<file path="config.mk">
export PLATFORM = sky130hd
export DESIGN_NAME = signed_divider
export DESIGN_NICKNAME = d
export VERILOG_FILES = /design/src/rtl/div_pkg.sv /design/src/rtl/div_operand_prep.sv /design/src/rtl/div_core.sv /design/src/rtl/signed_divider.sv
export SDC_FILE = /design/constraint.sdc
export NUM_CORES = 2
export LEC_CHECK = 0
export ABC_AREA = 1
export BUFFER_PORTS_ARGS = -buffer_cell sky130_fd_sc_hd__buf_2
export CAP_MARGIN = 40
export CORE_UTILIZATION = 45
export CTS_BUF_LIST = sky130_fd_sc_hd__clkbuf_4
export CTS_CLUSTER_DIAMETER = 150
export DETAILED_ROUTE_END_ITERATION = 7
export GPL_TIMING_DRIVEN = 0
export PLACE_DENSITY = 0.65
export SETUP_SLACK_MARGIN = 0.5
export SKIP_LAST_GASP = 1
export SLEW_MARGIN = 20
export SYNTH_ARGS = -nofsm -noshare
export SYNTH_HDL_FRONTEND = slang
export SYNTH_HIERARCHICAL = 1
export SYNTH_SLANG_ARGS = --single-unit
</file>
<file path="constraint.sdc">
create_clock -name clk -period 8.1 [get_ports clk]
set_input_delay 1.215 -clock clk [delete_from_list [all_inputs] [get_ports clk]]
set_output_delay 1.215 -clock clk [all_outputs]
set_load 0.01 [all_outputs]
</file>
<file path="src/rtl/div_pkg.sv">
package div_pkg;
  typedef enum logic [1:0] {
    ST_IDLE = 2'd0,
    ST_RUN  = 2'd1,
    ST_FIX  = 2'd2
  } core_st_e;

  localparam logic [1:0] MODE_HALF_BOTH = 2'd0;
  localparam logic [1:0] MODE_FULL_BOTH = 2'd2;
endpackage

</file>
<file path="src/rtl/div_operand_prep.sv">
module div_operand_prep #(
  parameter int W = 64
) (
  input  logic [1:0]   mode,
  input  logic [W-1:0] num_raw,
  input  logic [W-1:0] den_raw,
  output logic [W-1:0] num_x,
  output logic [W-1:0] num_mag,
  output logic [W-1:0] den_mag,
  output logic         neg_quo,
  output logic         neg_rem,
  output logic         div_zero,
  output logic         ovf
);
  import div_pkg::*;
  localparam int HW = W / 2;

  logic [W-1:0] num_short, den_short, den_x;

  always_comb begin
    num_short = {{HW{num_raw[HW-1]}}, num_raw[HW-1:0]};
    den_short = {{HW{den_raw[HW-1]}}, den_raw[HW-1:0]};
    num_x     = (mode == MODE_HALF_BOTH) ? num_short : num_raw;
    den_x     = (mode == MODE_FULL_BOTH) ? den_raw : den_short;
    num_mag   = num_x[W-1] ? (~num_x + 1'b1) : num_x;
    den_mag   = den_x[W-1] ? (~den_x + 1'b1) : den_x;
    neg_quo   = num_x[W-1] ^ den_x[W-1];
    neg_rem   = num_x[W-1];
    div_zero  = (den_x == '0);
    ovf       = (num_x == {1'b1, {(W-1){1'b0}}}) && (den_x == '1);
  end
endmodule

</file>
<file path="src/rtl/div_core.sv">
module div_core #(
  parameter int W = 64
) (
  input  logic         clk,
  input  logic         rst_n,
  input  logic         start,
  input  logic [W-1:0] num_mag,
  input  logic [W-1:0] den_mag,
  input  logic         neg_quo,
  input  logic         neg_rem,
  output logic         done,
  output logic [W-1:0] quo,
  output logic [W-1:0] rem
);
  import div_pkg::*;
  localparam int CW = $clog2(W + 1);

  core_st_e     st;
  logic [CW-1:0] cnt;
  logic [W-1:0] quo_q, rem_q, den_q;
  logic         nq_q, nr_q;
  logic [W:0]   shifted, diff;

  always_comb begin
    shifted = {rem_q, quo_q[W-1]};
    diff    = shifted - {1'b0, den_q};
  end

  always_ff @(posedge clk) begin
    if (!rst_n) begin
      st    <= ST_IDLE;
      cnt   <= '0;
      quo_q <= '0;
      rem_q <= '0;
      den_q <= '0;
      nq_q  <= 1'b0;
      nr_q  <= 1'b0;
    end else if (start) begin
      st    <= ST_RUN;
      cnt   <= CW'(W);
      quo_q <= num_mag;
      rem_q <= '0;
      den_q <= den_mag;
      nq_q  <= neg_quo;
      nr_q  <= neg_rem;
    end else begin
      case (st)
        ST_RUN: begin
          if (!diff[W]) begin
            rem_q <= diff[W-1:0];
            quo_q <= {quo_q[W-2:0], 1'b1};
          end else begin
            rem_q <= shifted[W-1:0];
            quo_q <= {quo_q[W-2:0], 1'b0};
          end
          cnt <= cnt - 1'b1;
          if (cnt == CW'(1)) st <= ST_FIX;
        end
        ST_FIX:  st <= ST_IDLE;
        default: st <= ST_IDLE;
      endcase
    end
  end

  always_comb begin
    done = (st == ST_FIX);
    quo  = nq_q ? (~quo_q + 1'b1) : quo_q;
    rem  = nr_q ? (~rem_q + 1'b1) : rem_q;
  end

  // the iteration counter never runs dry while iterating
  a_r7_run_count: assert property (@(posedge clk) disable iff (!rst_n)
    (st == ST_RUN) |-> (cnt != '0));

  // the magnitude remainder is below the divisor when the run ends
  a_r4_rem_bound: assert property (@(posedge clk) disable iff (!rst_n)
    (st == ST_FIX && den_q != '0) |-> (rem_q < den_q));
endmodule

</file>
<file path="src/rtl/signed_divider.sv">
module signed_divider #(
  parameter int W      = 64,
  parameter int REG_W  = 16,
  parameter int ADDR_W = 5
) (
  input  logic              clk,
  input  logic              rst_n,
  input  logic              wr_en,
  input  logic [ADDR_W-1:0] wr_addr,
  input  logic [REG_W-1:0]  wr_data,
  input  logic [ADDR_W-1:0] rd_addr,
  output logic [REG_W-1:0]  rd_data
);
  localparam int HALVES   = W / REG_W;
  localparam int NUM_BASE = 1;
  localparam int DEN_BASE = NUM_BASE + HALVES;
  localparam int QUO_BASE = DEN_BASE + HALVES;
  localparam int REM_BASE = QUO_BASE + HALVES;

  logic [1:0]   mode_q;
  logic         err_q, busy_q, start_q;
  logic [W-1:0] num_q, den_q, quo_q, rem_q;

  logic [W-1:0] num_x, num_mag, den_mag, core_quo, core_rem;
  logic         neg_quo, neg_rem, div_zero, ovf, core_done;
  logic         kick, capture;

  div_operand_prep #(.W(W)) u_prep (
    .mode(mode_q), .num_raw(num_q), .den_raw(den_q),
    .num_x(num_x), .num_mag(num_mag), .den_mag(den_mag),
    .neg_quo(neg_quo), .neg_rem(neg_rem),
    .div_zero(div_zero), .ovf(ovf)
  );

  div_core #(.W(W)) u_core (
    .clk(clk), .rst_n(rst_n), .start(start_q),
    .num_mag(num_mag), .den_mag(den_mag),
    .neg_quo(neg_quo), .neg_rem(neg_rem),
    .done(core_done), .quo(core_quo), .rem(core_rem)
  );

  always_comb begin
    kick    = wr_en && (int'(wr_addr) < QUO_BASE);
    capture = core_done && !start_q && !kick;
  end

  always_ff @(posedge clk) begin
    if (!rst_n) begin
      mode_q  <= '0;
      err_q   <= 1'b0;
      busy_q  <= 1'b0;
      start_q <= 1'b0;
      num_q   <= '0;
      den_q   <= '0;
      quo_q   <= '0;
      rem_q   <= '0;
    end else begin
      start_q <= kick;
      if (wr_en) begin
        if (wr_addr == '0) mode_q <= wr_data[1:0];
        for (int h = 0; h < HALVES; h++) begin
          if (int'(wr_addr) == NUM_BASE + h) num_q[h*REG_W +: REG_W] <= wr_data;
          if (int'(wr_addr) == DEN_BASE + h) den_q[h*REG_W +: REG_W] <= wr_data;
        end
      end
      if (kick) begin
        busy_q <= 1'b1;
      end else if (capture) begin
        busy_q <= 1'b0;
        if (div_zero) begin
          err_q <= 1'b1;
          rem_q <= num_x;
          quo_q <= {{(W-1){1'b0}}, num_x[W-1]};
        end else if (ovf) begin
          err_q <= 1'b1;
          quo_q <= num_x;
        end else begin
          err_q <= 1'b0;
          quo_q <= core_quo;
          rem_q <= core_rem;
        end
      end
    end
  end

  always_comb begin
    rd_data = '0;
    if (rd_addr == '0) begin
      rd_data[1:0]     = mode_q;
      rd_data[REG_W-2] = err_q;
      rd_data[REG_W-1] = busy_q;
    end
    for (int h = 0; h < HALVES; h++) begin
      if (int'(rd_addr) == NUM_BASE + h) rd_data = num_q[h*REG_W +: REG_W];
      if (int'(rd_addr) == DEN_BASE + h) rd_data = den_q[h*REG_W +: REG_W];
      if (int'(rd_addr) == QUO_BASE + h) rd_data = quo_q[h*REG_W +: REG_W];
      if (int'(rd_addr) == REM_BASE + h) rd_data = rem_q[h*REG_W +: REG_W];
    end
  end

  // every starting write raises busy on the next cycle
  a_r7_busy_on_start: assert property (@(posedge clk) disable iff (!rst_n)
    kick |=> busy_q);

  // a zero divisor leaves the error flag set
  a_r5_zero_sets_err: assert property (@(posedge clk) disable iff (!rst_n)
    (capture && div_zero) |=> err_q);

  // the overflow case leaves the remainder untouched
  a_r6_ovf_keeps_rem: assert property (@(posedge clk) disable iff (!rst_n)
    (capture && ovf && !div_zero) |=> $stable(rem_q));

  // busy never drops while a restart is pending in the core
  a_r8_no_drop_on_restart: assert property (@(posedge clk) disable iff (!rst_n)
    start_q |=> busy_q);
endmodule

</file>
Yosys cells after proc, flatten, opt, wreduce, memory -nomap -nowiden
Index checks and enable logic that the tools add are counted.

Bitwise operators: 8. Add/sub/neg operators: 6. Reduce and logical (&&, ||, !) cells: 25. Eq/ne operators: 32. $lt $le $gt $ge: 1. Multiplexer cells: 41.

Operators by type and width (number): $mux W64 (13); $add A64 B1 Y64 const B (4); $mux W16 (16); $not A64 Y64 (4); $eq A64 B64 Y1 const B (2); $sub A65 B64 Y65 (1); $logic_not A64 Y1 (1); $eq A5 B5 Y1 const B (10); $eq A5 B4 Y1 const B (8); $eq A5 B3 Y1 const B (4); $reduce_and A2 Y1 (10); $mux W7 (2); $eq A5 B2 Y1 const B (2); $logic_not A5 Y1 (2); $mux W1 (8); $eq A7 B1 Y1 const B (1); $sub A7 B1 Y7 const B (1); $lt A5 B4 Y1 const B (1); $eq A2 B2 Y1 const B (2); $logic_and A1 B1 Y1 (4); $mux W2 (2); $reduce_bool A2 Y1 (2); $ne A3 B2 Y1 const B (1); $not A1 Y1 (3); 8 further kinds (9).

Bits in registers: 464. Input port bits: 29. Logic and storage cells: 136. Output and inout port bits: 16.

Depth between registers and ports, before layout
Word-level depth: 18. Depth in mapped cells: 21. Mapped depth without buffers: 20.

By module
Netlist, hierarchy kept.

Modules (own cells, without submodules): div_core (sequential area each 4063.9 sq um, area an instance 18147.4 sq um, instances 1, cells an instance 3237); signed_divider (sequential area each 5225.0 sq um, area an instance 12458.2 sq um, instances 1, cells an instance 1939); div_operand_prep (sequential area each 0.0 sq um, area an instance 5262.5 sq um, instances 1, cells an instance 1071).

Worst setup path before layout
No wires, ideal clock.

Path kind: input port to output port. Start: input port rd_addr[1]. End: output port rd_data[11]. Data required time: 6885 ps. Buffers on the path: 1. Setup slack: 4542 ps. Cell stages on the path: 6. Arrival: 2343 ps. Path through: nor2_2 inv_1 nor4_2 clkbuf_1 nand2_1 nand4_1.

Cells in the longest elaborated chain, start to end: 17. Elaborated cells on any way between the ends: 32. Those cells by class: 16 x eq/ne; 16 x mux.

RTL lines: start: declaration (line signed_divider.sv:11) `input logic [ADDR_W-1:0] rd_addr,`; $eq A5 B2 Y1 (line signed_divider.sv:94) `if (int'(rd_addr) == NUM_BASE + h) rd_data = num_q[h*REG_W +: REG_W];`; $mux W16 (line signed_divider.sv:94); $mux W16 (line signed_divider.sv:95) `if (int'(rd_addr) == DEN_BASE + h) rd_data = den_q[h*REG_W +: REG_W];`; $mux W16 (line signed_divider.sv:96) `if (int'(rd_addr) == QUO_BASE + h) rd_data = quo_q[h*REG_W +: REG_W];`; $mux W16 (line signed_divider.sv:97) `if (int'(rd_addr) == REM_BASE + h) rd_data = rem_q[h*REG_W +: REG_W];`; $mux W16 (line signed_divider.sv:94); $mux W16 (line signed_divider.sv:95); $mux W16 (line signed_divider.sv:96); $mux W16 (line signed_divider.sv:97); $mux W16 (line signed_divider.sv:94); $mux W16 (line signed_divider.sv:95); $mux W16 (line signed_divider.sv:96); $mux W16 (line signed_divider.sv:97); $mux W16 (line signed_divider.sv:94); $mux W16 (line signed_divider.sv:95); $mux W16 (line signed_divider.sv:96); $mux W16 (*) (line signed_divider.sv:97); end: declaration (line signed_divider.sv:12) `output logic [REG_W-1:0] rd_data`.

Every way passes the cells marked *; elsewhere a longest branch is shown, timed or not.

Final worst setup path
Start: input port rd_addr[3]. End: output port rd_data[6].

The elaborated chain is that of the path after synthesis.

==> flow_metrics.tcl <==
set metrics [dict create \
    final-setup-viol-count 0 \
    num-nets-final 6548 \
    place.detailed.instances 7359 \
    fmaxAchievable_mhz 199.3 \
    slew_headroom 0.3888 \
    clock_tree.buffer_depth 3 \
    cts_post_setup_buffers_inserted 0 \
    synth_edf_count 0 \
    pin_count_of_the_biggest_net_entering_global_routing 17 \
    detail_route.first_pass.iterations 6 \
    yosysSeqAreaShare 0.2590 \
    cp_num_buf_inv 4 \
    wl_per_cell_um 22.51 \
    cts-root-buf "clkbuf_4" \
    areaGrowthSynthToFinish_pct 10.42 \
    fp-row-count 103 \
    synth.ff_latch_count 464 \
    drc 0 \
    power_density_nw_per_um2 231.4 \
    clkSlewWorstSetupHoldPaths_ns 0.07 \
    numClockSinks 464 \
    design.die.area_um2 80840 \
    worstPathArrival_ns 3.80 \
    timing.clock.skew_ns 0.06896 \
    place_hpwl_um 140300 \
    worstPathCellList "buf_2, inv_1, nand3_1, nor2_1, buf_2, nand2_1, nand3_1, nor2_1, nand4_1, nor2_1, nand4_1, nor3_1, nand4_1, buf_2" \
    muxShareOfSynthArea 0 \
    die_height_um 284.3 \
    critical_path.top_delay_family "simple AND/OR/NAND/NOR gates" \
    most_common_library_cell_in_the_layout_ignoring_fill_and_taps "nand2_1" \
    clock_insertion_delay_worst_skew_ns 1.04 \
    power_leakage_nw 20.05 \
    grt_remaining_overflow 0 \
    detailroute.via_count 41030 \
    cts-buffers-inserted 133 \
    synth_xor_area_frac 0.05982 \
    synth-simple-area-share 0.3903 \
    type_of_origin_of_the_critical_path "primary input" \
    layout-drive-gt1-share 0.08067 \
    vias_in_the_first_global_route 38907 \
    vias_per_cell 5.397 \
    drt_wl_total_um 171100 \
    synthesis.area_per_instance_um2 5.742 \
    floorplan.die.width_um 284.3 \
    grt_util_all_layers 0.4135 \
    layout.cells.non_filler 7603 \
    syn_area_um2 35870 \
    timing.critical_path.fanout_max 10 \
    max-vdd-ir-drop_uv 121.5 \
    timing.final.crit_period_ns 5.018 \
    critical_path_endpoint_category "primary output" \
    cpPeakStageDelay_ns 0.36 \
    async_reset_ff_frac 0 \
    area_share_of_fa_ha_maj_cells_after_synthesis 0.02533 \
    max_cap_violations 0 \
    final_antenna_net_count 0 \
    grt_most_used_layer "met2" \
    grtUsageMet1 0.4741 \
    critical-path-slowest-cell "nor3_1" \
    postSynthNetCount 6348 \
    floorplan.core_area_um2 78870 \
    total_power_mw 9.166 \
    grt_setup_unrepaired "no" \
    setup-tns-final_ns 0 \
    start_util 0.4548 \
    postSynthCellCount 6247 \
    status "finished, final reports clean" \
    tritoncts "done" \
    io_pins 45 \
    final_min_period_over_clock_period 0.6195 \
    holdBufCountCts 0 \
    grt_first_pass_wirelength_um 245700 \
    grt_antenna_before_repair 5 \
    synth_compound_gate_area_share 0.1327 \
    timing_worst_slew_pin_value_ns 0.9111 \
    grtUsageMet3 0.06180 \
    worst_hold_path_type "flop to flop" \
    reg2reg_setup_slack_ns 3.55 \
    yosys.cell_types.count 49 \
    main_combinational_cell_family_by_area_after_synthesis "simple AND/OR/NAND/NOR gates" \
    place_congestion 1.030 \
    detailedRoute.firstIterationViolations 3715 \
    ys.warnings.count 6 \
    critical_setup_path_class "primary input to primary output" \
    cp_data_required_time_ns 6.88 \
    place_worst_setup_slack_ns 3.123 \
    ys_dominant_reg_cell "dfxtp_1" \
    numPortBuffers 42 \
    count_of_filler_cells_inserted_in_the_layout 8673 \
    commonest_non_fill_non_tap_cells_in_the_layout "2044 x nand2_1, 871 x inv_1, 736 x nor2_1, 464 x dfxtp_1, 324 x a21oi_1" \
    number_of_gates_given_a_new_drive_strength_after_cts 0 \
    finalHoldViolCount 0 \
    ctsHtreeMaxLevel 4 \
    util_after_layout 0.5022 \
    final_number_of_max_transition_violations 0 \
    final.setup.worst_slack_ns 3.082 \
    use_met2 0.6835 \
]
==> layout make-up <==
| cell class | count | area [um^2] | share of cell area |
|---|---|---|---|
| Antenna cell | 8 | 20.02 | 0.0005054 |
| Buffer | 282 | 1368 | 0.03453 |
| Clock buffer | 195 | 1464 | 0.03696 |
| Clock inverter | 38 | 442.9 | 0.01118 |
| Inverter | 906 | 3401 | 0.08586 |
| Multi-Input combinational cell | 4595 | 21830 | 0.5512 |
| Sequential cell | 464 | 9289 | 0.2345 |
| Tap cell | 1050 | 1314 | 0.03317 |
| Timing Repair Buffer | 65 | 478.0 | 0.01207 |
==> tightest hold or removal path, stage by stage (launching register included) <==
cell	delay (ns)
dfxtp_1	0.31
inv_1	0.05
a21oi_1	0.05
==> Yosys cell counts, types with 27 or more instances <==
| cell type | count | area [um^2] |
|---|---|---|
| xnor2_1 | 52 | 455.4 |
| o21ai_2 | 27 | 236.5 |
| xor2_1 | 193 | 1690 |
| o21ai_0 | 310 | 1551 |
| a31oi_1 | 118 | 738.2 |
| ha_1 | 71 | 888.4 |
| inv_1 | 871 | 3269 |
| o21ai_1 | 46 | 230.2 |
| nand4_1 | 123 | 769.5 |
| buf_4 | 43 | 322.8 |
| buf_2 | 54 | 270.3 |
| a21oi_1 | 324 | 1622 |
| nand2_1 | 2044 | 7672 |
| clkbuf_1 | 159 | 596.8 |
| nor2_1 | 736 | 2763 |
| nor3_1 | 66 | 330.3 |
| dfxtp_1 | 464 | 9289 |
| nand3_1 | 307 | 1536 |
| inv_2 | 30 | 112.6 |
==> state kept, by name (all words and copies together) (netlist names) <==
| register | count |
|---|---|
| mode_q | 2 |
| u_core/nr_q | 1 |
| err_q | 1 |
| rem_q | 64 |
| num_q | 64 |
| start_q | 1 |
| u_core/den_q | 64 |
| u_core/cnt | 7 |
| u_core/quo_q | 64 |
| den_q | 64 |
| u_core/st | 2 |
| u_core/rem_q | 64 |
| u_core/nq_q | 1 |
| quo_q | 64 |
| busy_q | 1 |
==> final timing paths <==
| kind | start | to | cells past startpoint |
|---|---|---|---|
| max | rd_addr[3] | rd_data[6] | 14 |
| min | rem_q[59] | rem_q[59] | 2 |
| max reg2reg | mode_q[0] | quo_q[31] | 17 |
| min reg2reg | rem_q[59] | rem_q[59] | 2 |
==> per-stage QoR <==
step / cell area, um^2 / hold WS (ns)
floorplan: 35870 / 0.4237
global placement: 37390 / 0.4332
detailed placement: 37650 / 0.4387
CTS: 39560 / 0.4488
global route: 39590 / 0.4657
finish: 39610 / 0.4488
==> cell families after synthesis <==
kind of cell / Yosys count
AOI/OAI and AO/OA: 872
and+or+nand+nor: 3406
buffers and inverters: 1188
DFF: 464
adders and majority gates: 72
xor gates and xnor gates: 245
==> metal layers <==
| layer | share of wire | vias up | wire length (um) |
|---|---|---|---|
| met5 | 0.000076 | - | 13 |
| met1 | 0.38 | 18500 | 65450 |
| met4 | 0.092 | 2 | 15710 |
| li1 | - | 20100 | - |
| met2 | 0.45 | 1911 | 77700 |
| met3 | 0.072 | 517 | 12240 |
==> where the power goes <==
part           leakage, nW  internal, mW  total [mW]  switching [mW]
Sequential            3.74          2.33        2.39          0.0590
Combinational         15.2          1.12        4.20            3.08
Clock                 1.11          1.45        2.58            1.13
Note: power is estimated with default switching activity, not from simulation.
